==> config.mk <==
export PLATFORM = sky130hd
export DESIGN_NAME = eint_bank_ctrl
export DESIGN_NICKNAME = d
export VERILOG_FILES = /design/src/rtl/eint_pkg.sv /design/src/rtl/eint_prescaler.sv /design/src/rtl/eint_sampler.sv /design/src/rtl/eint_detect.sv /design/src/rtl/eint_regs.sv /design/src/rtl/eint_bank_ctrl.sv
export SDC_FILE = /design/constraint.sdc
export NUM_CORES = 1
export LEC_CHECK = 0
export ABC_AREA = 0
export CORE_MARGIN = 4
export CORE_UTILIZATION = 60
export DETAILED_ROUTE_END_ITERATION = 10
export HOLD_SLACK_MARGIN = 0.08
export PLACE_DENSITY = 0.84
export SLEW_MARGIN = 20
export SYNTH_ARGS = -nofsm -noshare
export SYNTH_HDL_FRONTEND = slang
export SYNTH_HIERARCHICAL = 1
export SYNTH_SLANG_ARGS = --single-unit
==> constraint.sdc <==
create_clock -name clk -period 5 [get_ports clk]
set_input_delay 0.5 -clock clk [delete_from_list [all_inputs] [get_ports clk]]
set_output_delay 0.5 -clock clk [all_outputs]
set_load 0.05 [all_outputs]
==> src/rtl/eint_pkg.sv <==
package eint_pkg;
    localparam int ADDR_W         = 5;
    localparam int DATA_W         = 32;
    localparam int MODE_W         = 4;
    localparam int LINES_PER_WORD = DATA_W / MODE_W;

    localparam logic [ADDR_W-1:0] OFS_ENABLE   = 5'h10;
    localparam logic [ADDR_W-1:0] OFS_STATUS   = 5'h14;
    localparam logic [ADDR_W-1:0] OFS_DEBOUNCE = 5'h18;

    typedef enum logic [MODE_W-1:0] {
        TRIG_RISE = 4'd0,
        TRIG_FALL = 4'd1,
        TRIG_HIGH = 4'd2,
        TRIG_LOW  = 4'd3,
        TRIG_BOTH = 4'd4
    } trig_e;
endpackage

==> src/rtl/eint_prescaler.sv <==
module eint_prescaler #(
    parameter int PS_W = 3
) (
    input  logic            clk,
    input  logic            rst_n,
    input  logic [PS_W-1:0] ps_sel,
    output logic            tick
);
    localparam int CNT_W = (1 << PS_W) - 1;

    logic [CNT_W-1:0] cnt_q;
    logic [CNT_W-1:0] mask;

    // free-running counter; a tick when the low ps_sel bits are all ones
    always_ff @(posedge clk or negedge rst_n) begin
        if (!rst_n) cnt_q <= '0;
        else        cnt_q <= cnt_q + 1'b1;
    end

    assign mask = ~({CNT_W{1'b1}} << ps_sel);
    assign tick = ((cnt_q & mask) == mask);
endmodule

==> src/rtl/eint_sampler.sv <==
module eint_sampler #(
    parameter int NUM_LINES   = 32,
    parameter int SYNC_STAGES = 2
) (
    input  logic                 clk,
    input  logic                 rst_n,
    input  logic [NUM_LINES-1:0] pad_in,
    input  logic                 tick,
    output logic [NUM_LINES-1:0] cur,
    output logic [NUM_LINES-1:0] prev,
    output logic                 fresh
);
    logic [NUM_LINES-1:0] sync_q [SYNC_STAGES];

    always_ff @(posedge clk or negedge rst_n) begin
        if (!rst_n) begin
            for (int s = 0; s < SYNC_STAGES; s++) sync_q[s] <= '0;
        end else begin
            sync_q[0] <= pad_in;
            for (int s = 1; s < SYNC_STAGES; s++) sync_q[s] <= sync_q[s-1];
        end
    end

    always_ff @(posedge clk or negedge rst_n) begin
        if (!rst_n) begin
            cur   <= '0;
            prev  <= '0;
            fresh <= 1'b0;
        end else begin
            fresh <= tick;
            if (tick) begin
                prev <= cur;
                cur  <= sync_q[SYNC_STAGES-1];
            end
        end
    end

    // the sample only moves in a cycle flagged fresh
    assert_cur_moves_on_tick_R11: assert property (@(posedge clk) disable iff (!rst_n)
        !fresh |-> $stable(cur))
        else $error("sample changed without a prescaler tick");
endmodule

==> src/rtl/eint_detect.sv <==
module eint_detect
    import eint_pkg::*;
#(
    parameter int NUM_LINES = 32
) (
    input  logic                        clk,
    input  logic                        rst_n,
    input  logic [NUM_LINES*MODE_W-1:0] mode_flat,
    input  logic [NUM_LINES-1:0]        cur,
    input  logic [NUM_LINES-1:0]        prev,
    input  logic                        fresh,
    input  logic [NUM_LINES-1:0]        func_sel,
    output logic [NUM_LINES-1:0]        evt
);
    for (genvar i = 0; i < NUM_LINES; i++) begin : g_line
        logic [MODE_W-1:0] mode_i;
        logic              raw;
        logic              is_edge;

        assign mode_i  = mode_flat[i*MODE_W +: MODE_W];
        assign is_edge = (mode_i == TRIG_RISE) || (mode_i == TRIG_FALL) || (mode_i == TRIG_BOTH);

        always_comb begin
            case (mode_i)
                TRIG_RISE: raw = fresh & cur[i] & ~prev[i];
                TRIG_FALL: raw = fresh & ~cur[i] & prev[i];
                TRIG_BOTH: raw = fresh & (cur[i] ^ prev[i]);
                TRIG_HIGH: raw = cur[i];
                TRIG_LOW:  raw = ~cur[i];
                default:   raw = 1'b0;
            endcase
        end

        assign evt[i] = func_sel[i] & raw;

        // edge modes fire only right after a new sample
        assert_edge_waits_sample_R2: assert property (@(posedge clk) disable iff (!rst_n)
            (!fresh && is_edge) |-> !evt[i])
            else $error("edge event without fresh sample");

        // undefined codes stay silent
        assert_bad_code_silent_R6: assert property (@(posedge clk) disable iff (!rst_n)
            (mode_i > 4'd4) |-> !evt[i])
            else $error("event from undefined trigger code");
    end

    // a deselected line never raises an event
    assert_func_gate_R10: assert property (@(posedge clk) disable iff (!rst_n)
        ((evt & ~func_sel) == '0))
        else $error("event on line without interrupt function");
endmodule

==> src/rtl/eint_regs.sv <==
module eint_regs
    import eint_pkg::*;
#(
    parameter int NUM_LINES = 32,
    parameter int PS_W      = 3
) (
    input  logic                        clk,
    input  logic                        rst_n,
    input  logic                        reg_wr,
    input  logic [ADDR_W-1:0]           reg_addr,
    input  logic [DATA_W-1:0]           reg_wdata,
    output logic [DATA_W-1:0]           reg_rdata,
    input  logic [NUM_LINES-1:0]        evt,
    output logic [NUM_LINES*MODE_W-1:0] mode_flat,
    output logic [NUM_LINES-1:0]        en_q,
    output logic [NUM_LINES-1:0]        stat_q,
    output logic [PS_W-1:0]             ps_sel
);
    localparam int CFG_WORDS = (NUM_LINES + LINES_PER_WORD - 1) / LINES_PER_WORD;
    localparam int CFG_BITS  = CFG_WORDS * DATA_W;

    logic [CFG_BITS-1:0]  cfg_q;
    logic [NUM_LINES-1:0] clr;
    logic                 wr_stat;

    assign mode_flat = cfg_q[NUM_LINES*MODE_W-1:0];

    always_ff @(posedge clk or negedge rst_n) begin
        if (!rst_n) begin
            cfg_q  <= '0;
            en_q   <= '0;
            ps_sel <= '0;
        end else if (reg_wr) begin
            for (int w = 0; w < CFG_WORDS; w++)
                if (reg_addr == ADDR_W'(w * 4)) cfg_q[w*DATA_W +: DATA_W] <= reg_wdata;
            if (reg_addr == OFS_ENABLE)   en_q   <= reg_wdata[NUM_LINES-1:0];
            if (reg_addr == OFS_DEBOUNCE) ps_sel <= reg_wdata[PS_W-1:0];
        end
    end

    // write-1-to-clear; a same-cycle event takes priority
    assign wr_stat = reg_wr && (reg_addr == OFS_STATUS);
    assign clr     = wr_stat ? reg_wdata[NUM_LINES-1:0] : '0;

    always_ff @(posedge clk or negedge rst_n) begin
        if (!rst_n) stat_q <= '0;
        else        stat_q <= (stat_q & ~clr) | evt;
    end

    always_comb begin
        reg_rdata = '0;
        for (int w = 0; w < CFG_WORDS; w++)
            if (reg_addr == ADDR_W'(w * 4)) reg_rdata = cfg_q[w*DATA_W +: DATA_W];
        if (reg_addr == OFS_ENABLE)   reg_rdata[NUM_LINES-1:0] = en_q;
        if (reg_addr == OFS_STATUS)   reg_rdata[NUM_LINES-1:0] = stat_q;
        if (reg_addr == OFS_DEBOUNCE) reg_rdata[PS_W-1:0]      = ps_sel;
    end

    // a cleared bit with no event is empty afterwards
    assert_w1c_clears_R7: assert property (@(posedge clk) disable iff (!rst_n)
        wr_stat |=> ((stat_q & $past(clr & ~evt)) == '0))
        else $error("write-1 clear did not take effect");

    // status bits appear only from events
    assert_set_needs_event_R7: assert property (@(posedge clk) disable iff (!rst_n)
        1'b1 |=> ((stat_q & ~$past(stat_q) & ~$past(evt)) == '0))
        else $error("status bit set without event");

    // an event always lands, even against a clear
    assert_event_wins_R8: assert property (@(posedge clk) disable iff (!rst_n)
        (evt != '0) |=> ((stat_q & $past(evt)) == $past(evt)))
        else $error("event lost");
endmodule

==> src/rtl/eint_bank_ctrl.sv <==
module eint_bank_ctrl
    import eint_pkg::*;
#(
    parameter int NUM_LINES   = 32,
    parameter int PS_W        = 3,
    parameter int SYNC_STAGES = 2
) (
    input  logic                 clk,
    input  logic                 rst_n,
    input  logic                 reg_wr,
    input  logic [4:0]           reg_addr,
    input  logic [31:0]          reg_wdata,
    output logic [31:0]          reg_rdata,
    input  logic [NUM_LINES-1:0] pad_in,
    input  logic [NUM_LINES-1:0] irq_func_sel,
    output logic                 irq_out
);
    logic [NUM_LINES*MODE_W-1:0] mode_flat;
    logic [NUM_LINES-1:0]        en_q;
    logic [NUM_LINES-1:0]        stat_q;
    logic [NUM_LINES-1:0]        cur;
    logic [NUM_LINES-1:0]        prev;
    logic [NUM_LINES-1:0]        evt;
    logic [PS_W-1:0]             ps_sel;
    logic                        tick;
    logic                        fresh;

    eint_prescaler #(.PS_W(PS_W)) u_ps (
        .clk(clk), .rst_n(rst_n), .ps_sel(ps_sel), .tick(tick)
    );

    eint_sampler #(.NUM_LINES(NUM_LINES), .SYNC_STAGES(SYNC_STAGES)) u_smp (
        .clk(clk), .rst_n(rst_n), .pad_in(pad_in), .tick(tick),
        .cur(cur), .prev(prev), .fresh(fresh)
    );

    eint_detect #(.NUM_LINES(NUM_LINES)) u_det (
        .clk(clk), .rst_n(rst_n), .mode_flat(mode_flat), .cur(cur), .prev(prev),
        .fresh(fresh), .func_sel(irq_func_sel), .evt(evt)
    );

    eint_regs #(.NUM_LINES(NUM_LINES), .PS_W(PS_W)) u_regs (
        .clk(clk), .rst_n(rst_n), .reg_wr(reg_wr), .reg_addr(reg_addr),
        .reg_wdata(reg_wdata), .reg_rdata(reg_rdata), .evt(evt),
        .mode_flat(mode_flat), .en_q(en_q), .stat_q(stat_q), .ps_sel(ps_sel)
    );

    always_ff @(posedge clk or negedge rst_n) begin
        if (!rst_n) irq_out <= 1'b0;
        else        irq_out <= |(stat_q & en_q);
    end

    // the request rises only after an enabled bit was pending
    assert_irq_has_source_R9: assert property (@(posedge clk) disable iff (!rst_n)
        $rose(irq_out) |-> $past((stat_q & en_q) != '0))
        else $error("irq without enabled pending bit");

    // prescaler setting 0 gives a fresh sample every clock
    assert_full_rate_R11: assert property (@(posedge clk) disable iff (!rst_n)
        (ps_sel == '0) |=> fresh)
        else $error("missing sample at full rate");
endmodule

==> results.txt, run 1 <==
status -> completed
R2R Path Start -> u_regs/ps_sel[0]
DR top layer -> met4
first-pass GRT wire length -> 63900 um
Mapped Cells -> 1254
grt total ovfl -> 0
Synth Flop Type -> dfrtp_1
EDFF count, synth -> 0
R2R Setup Slk -> 2.19 ns
Die ar. -> 28500 um2
Die Y -> 169 um
async set or reset register ratio after synthesis -> 100%
# setup viols final -> 0
CTS H-tree lvls -> 2
Crit Path Class -> in2out
Fmax -> 272 MHz
Min-Delay Startpoint -> u_smp/sync_q[32]
hold crit path type -> reg2reg
final hold violation count -> 0
critical path startpoint category -> input pin
# rows -> 58
Crit Path Max Fanout -> 32
CP bufs+invs -> 2
Via Count -> 11177
Worst-path clk slew -> 0.06 ns
Antenna Nets Post-Route -> 0
Core ar. -> 25300 um2
detailed-route wire length -> 41000 um
DRT met1 WL -> 16900 um
slowest stage cell, crit path -> clkdlybuf4s50_1
Worst setup EP type -> primary output
synth top area cells -> dfrtp_1 (54%), mux2_2 (12%), mux2_4 (5.8%)
All-Layer GR Usage -> 28.4%
max incr delay on CP -> 0.94 ns
Synth cell types -> 58
CTS max path bufs -> 3
Starting Density -> 61.3%
# clock sinks -> 332
GPL Wtd Cong -> 0.870
most common cell in the synthesized netlist -> dfrtp_1
wire per inst -> 23.6 um
total CTS buffers -> 35
fraction of layout cells with a size suffix above 1 -> 25.0%
family with the most delay on the worst path -> buffers and inverters
total iterations of the first detailed-routing run -> 5
largest net degree at the start of global routing -> 110
overall power -> 8.24 mW
vias per std cell -> 6.43
Final HPWL DP -> 27000 um
CP Launch Point -> reg_addr[3]
Synth-to-Final Area Change -> 16.2%
drt drc -> 0
initial antenna violation count -> 0
crit-path cells -> clkdlybuf4s50_1, or2_2, o22a_1, a32oi_1, o21ai_0, buf_4
IO Count -> 137
IO Port Bufs -> 136
Mapped Area -> 15500 um2
worst-skew pair later-pin latency -> 0.52 ns
Final #Nets -> 1486
Seq cells post-synth -> 332
root buffer cell -> clkbuf_16
die extent in x -> 169 um
post_cts resized -> 0
Layout fillers -> 1719
Worst VDD drop -> 290 uV
final setup TNS -> 0 ns
worst path required time -> 4.50 ns
Worst Path Arrival -> 3.17 ns
mean post-synth cell area -> 12.4 um2
sequential area share after synthesis -> 53.5%
period utilization -> 73.4%
vias in the first global route -> 11415
Slew HR -> 23.8%
Slew @ Worst Pin -> 1.13 ns
CTS tree -> done
post-synth top area share -> 53.5%
pwr/cell area -> 457 nW/um2
Setup Skew -> 0.0126 ns
n_diodes -> 0
Initial DRC Count -> 1059
list of most frequent post-synthesis cells -> dfrtp_1 (332), mux2_2 (166), nand2_1 (82), o21ai_0 (70), nor2_1 (63)
RSZ-0062 raised after global routing -> no
Slew Limit Fails -> 0
Synthesized Nets -> 1359
metal2 WL -> 19500 um
Leak -> 7.73 nW
fin crit period -> 3.67 ns
Yosys warning total -> 6
WL met3 -> 3370 um
area leader, netlist -> dfrtp_1
maxcap violations -> 0
==> per-stage QoR <==
step	instance area (um2)	cells	hold WS [ns]	setup WS, ns	utilization, %
floorplan	15500	1254	0.204	2.06	-
global placement	16900	1673	0.333	1.43	66.8
detailed placement	16900	1673	0.335	1.42	66.9
CTS	18000	1737	0.348	1.41	71.2
global route	18000	1737	0.354	1.27	71.2
finish	18000	1737	0.343	1.33	71.2
==> sequential cells by signal, summed over array words and instances, names as in the netlist <==
signal / flops
u_regs/en_q: 32
u_ps/cnt_q: 7
u_smp/sync_q: 64
u_smp/prev: 32
u_smp/cur: 32
u_regs/stat_q: 32
u_smp/fresh: 1
u_regs/mode_flat: 128
irq_out: 1
u_regs/ps_sel: 3
==> layout make-up <==
type / instances / area, um2 / area share [%]
Clock buffer: 59 / 1080 / 5.98
Clock inverter: 4 / 23.8 / 0.132
Inverter: 36 / 135 / 0.749
Multi-Input combinational cell: 825 / 6680 / 37.0
Sequential cell: 332 / 8310 / 46.0
Tap cell: 330 / 413 / 2.29
Timing Repair Buffer: 151 / 1410 / 7.81
==> metal layers <==
layer / GRT usage (%) / up-vias
met5: 0 / -
met4: 9.60 / 0
met3: 5.16 / 104
met2: 45.5 / 541
met1: 39.7 / 5683
li1: - / 4849
==> cell families (layout without fill, tap and decap cells) <==
family          count (synthesis)  count (layout)  synth area share (%)
buf+inv                        97             250                  3.68
flops                         332             332                  53.5
mux                           257             257                  20.0
xor+xnor                        5               5                 0.282
fa+ha+maj                       1               1                0.0806
simple gates                  244             244                  8.78
compound gates                318             318                  13.7
==> cell usage in the layout (no fill, tap or decap), drive strengths merged, types with 3 or more instances in the layout <==
master,netlist,routed
nand4,4,4
mux2i,16,16
a21oi,37,37
nor3b,3,3
o21bai,14,14
dfrtp,332,332
inv,36,36
clkinv,0,4
a32o,3,3
a32oi,6,6
nor2b,30,30
o32a,14,14
clkbuf,18,59
o21a,43,43
nand2,85,85
o311ai,13,13
mux2,241,241
o21ai,70,70
and3,3,3
a21o,33,33
nor4b,33,33
clkdlybuf4s50,0,102
a22oi,16,16
nand2b,7,7
nor2,64,64
xnor2,4,4
o22ai,57,57
o22a,3,3
buf,43,48
nand3,7,7
==> report_power, final <==
| part | internal (mW) | total (mW) | switching, mW | leakage (nW) |
|---|---|---|---|---|
| clock network | 1.47 | 2.50 | 1.03 | 0.540 |
| registers | 3.25 | 3.93 | 0.686 | 3.98 |
| logic | 1.06 | 1.81 | 0.750 | 3.21 |
==> what timing repair did <==
action                                 4_1_cts  5_1_grt
hold buffers                                 1        0
setup buffers                                0        0
endpoints found under the hold margin        1        0
==> worst paths after layout <==
path	end	cells past startpoint
worst min-delay path	u_smp/sync_q[0]	0
max in group asynchronous	u_smp/fresh	3
worst max-delay path	reg_rdata[1]	6
worst max register to register	u_smp/cur[0]	6
worst min register to register	u_smp/sync_q[0]	0
min in group asynchronous	u_regs/mode_flat[4]	2
(Power assumes the default switching activity.)
==> run 2: changes to the inputs <==
--- a/config.mk
+++ b/config.mk
@@ -7,10 +7,10 @@
 export LEC_CHECK = 0
 export ABC_AREA = 0
 export CORE_MARGIN = 4
-export CORE_UTILIZATION = 60
+export CORE_UTILIZATION = 58
 export DETAILED_ROUTE_END_ITERATION = 10
 export HOLD_SLACK_MARGIN = 0.08
-export PLACE_DENSITY = 0.84
+export PLACE_DENSITY = 0.82
 export SLEW_MARGIN = 20
 export SYNTH_ARGS = -nofsm -noshare
 export SYNTH_HDL_FRONTEND = slang
==> constraint.sdc (replaced) <==
create_clock -name clk -period 3.7 [get_ports clk]
set_input_delay 0.37 -clock clk [delete_from_list [all_inputs] [get_ports clk]]
set_output_delay 0.37 -clock clk [all_outputs]
set_load 0.05 [all_outputs]
==> run 2 against run 1 <==
- non-clock buffer count grew 8
- clock power is 35% higher
- sequential power is 35% higher
- first-iteration DRC count is 6.8% higher
- utilization fell by 1.9 points
- via count down 0.89%
- combinational power is 36% higher
- register-to-register slack got worse by 0.76 ns
- clock skew fell by 0.0012 ns
- flip-flop and latch count stayed put
- routed wire length down 1.0%
- die area grew 3.3%
- highest routed layer unchanged
==> results.txt, run 2 (same netlist as run 1, synthesis figures left out) <==
status -> completed
grt total ovfl -> 0
CTS max path bufs -> 3
CTS H-tree lvls -> 2
worst-skew pair later-pin latency -> 0.52 ns
Core ar. -> 26200 um2
CTS tree -> done
final setup TNS -> 0 ns
Worst Path Arrival -> 2.71 ns
hold crit path type -> in2reg
clock share of power -> 30.3%
vias per std cell -> 6.34
Initial DRC Count -> 1131
critical path startpoint category -> input pin
share of power burned in registers -> 47.6%
Die ar. -> 29500 um2
Layout fillers -> 1845
Antenna Nets Post-Route -> 0
RSZ-0062 raised after global routing -> no
die extent in x -> 172 um
postcts setup bufs -> 0
# setup viols final -> 0
pwr/cell area -> 613 nW/um2
crit-path cells -> clkdlybuf4s50_1, nor4b_4, buf_4, buf_4, o21a_1, a21oi_1, o22ai_1, buf_4
# clock sinks -> 332
detailed-route wire length -> 40600 um
leading cell types in the layout, fill and taps excluded -> dfrtp_1 (331), mux2_2 (166), clkdlybuf4s50_1 (102)
All-Layer GR Usage -> 27.7%
Final #Nets -> 1494
Slew @ Worst Pin -> 0.983 ns
post_cts resized -> 0
max incr delay on CP -> 0.68 ns
hold buffers post-CTS -> 1
Crit Path Class -> in2out
period utilization -> 83.3%
Starting Density -> 59.3%
Sw Ratio -> 30.0%
largest net degree at the start of global routing -> 80
Worst VDD drop -> 429 uV
worst path required time -> 3.33 ns
hold path depth -> 1
Crit Path Max Fanout -> 20
initial antenna violation count -> 0
commonest non-fill, non-tap cell in the layout -> dfrtp_1
Worst-path clk slew -> 0.06 ns
# rows -> 59
Int Pwr -> 7.80 mW
Slew Limit Fails -> 0
Final HPWL DP -> 27100 um
fin crit period -> 3.08 ns
Post-Layout Inst Area -> 18200 um2
GPL Wtd Cong -> 0.874
combinational power share -> 22.1%
maxcap violations -> 0
IO Count -> 137
first-pass GRT wire length -> 63900 um
Setup Skew -> 0.0115 ns
DP Area -> 17100 um2
vias in the first global route -> 11361
Sw Pwr -> 3.34 mW
Fmax -> 324 MHz
Die Y -> 172 um
total iterations of the first detailed-routing run -> 5
root buffer cell -> clkbuf_16
total CTS buffers -> 35
Leak -> 7.79 nW
final core occ -> 69.4%
drt drc -> 0
Worst setup EP type -> primary output
n_diodes -> 0
Inst Count DP -> 1686
Slew HR -> 34.4%
fraction of layout cells with a size suffix above 1 -> 25.7%
slowest stage cell, crit path -> clkdlybuf4s50_1
Non-Filler Instances -> 1748
Via Count -> 11077
final hold violation count -> 0
IO Port Bufs -> 136
wire per inst -> 23.2 um
most used cell, CP -> buf_4
Synth-to-Final Area Change -> 17.1%
reg2reg path depth -> 4
number of flip-flops in the largest register -> 128
-- run 2: changes by cell type in the layout (fill, tap and decap cells not counted), sizes merged --
cell      previous run  this run
clkbuf              59        50
buf                 48        56
inv                 36        39
clkinvlp             0         2
bufinv               0         1
clkinv               4         5
-- run 2: metrics by stage --
stage | hold WS (ns) | power (mW) | setup WS, ns
5_1_grt | 0.278 | 11.6 | 0.536
3_5_place_dp | 0.335 | 7.74 | 0.672
3_3_place_gp | 0.332 | 7.59 | 0.702
6_report | 0.286 | 11.1 | 0.617
4_1_cts | 0.277 | 11.2 | 0.658
2_1_floorplan | 0.0744 | 6.94 | 1.02
-- run 2: critical path, delay by kind of cell --
kind | cells | cell delay, ns
AOI/OAI and AO/OA | 3 | 0.47
buffers and inverters | 4 | 1.51
and+or+nand+nor | 1 | 0.36
-- run 2: layout make-up --
class                      count  area (um2)  area share (%)
clock buffer                  50        1000            5.51
clock inverter                11        96.3           0.530
inverter                      36         135           0.743
multi-input combinational    825        6670            36.7
sequential                   332        8310            45.7
tap                          335         419            2.31
timing repair buffer         159        1540            8.49
-- run 2: path summary, 6_finish.rpt --
path | startpoint | slack (ns) | end
hold / removal | pad_in[20] | 0.29 | u_smp/sync_q[52]
hold reg to reg | u_smp/sync_q[32] | 0.34 | u_smp/sync_q[0]
max in group asynchronous | rst_n | 2.18 | u_smp/cur[6]
min in group asynchronous | rst_n | 0.44 | u_smp/prev[31]
setup reg to reg | u_smp/fresh | 1.43 | u_regs/stat_q[15]
setup / recovery | reg_addr[3] | 0.62 | reg_rdata[13]
-- run 2: power groups by stage --
stage	Combinational, mW	Clock [mW]	Sequential, mW
finish	2.46	3.38	5.30
global route	2.64	3.59	5.41
CTS	2.44	3.43	5.28
detailed placement	2.42	0	5.32
global placement	2.31	0	5.28
floorplan	1.96	0	4.98
-- run 2: metal layers --
layer  share of wire (%)  vias up  GRT usage (%)
li1                    -     4860              -
met1                  42     5594           39.0
met2                  48      526           44.9
met3                 7.8       97           4.53
met4                 2.4        0           7.72
met5                   0        -              0
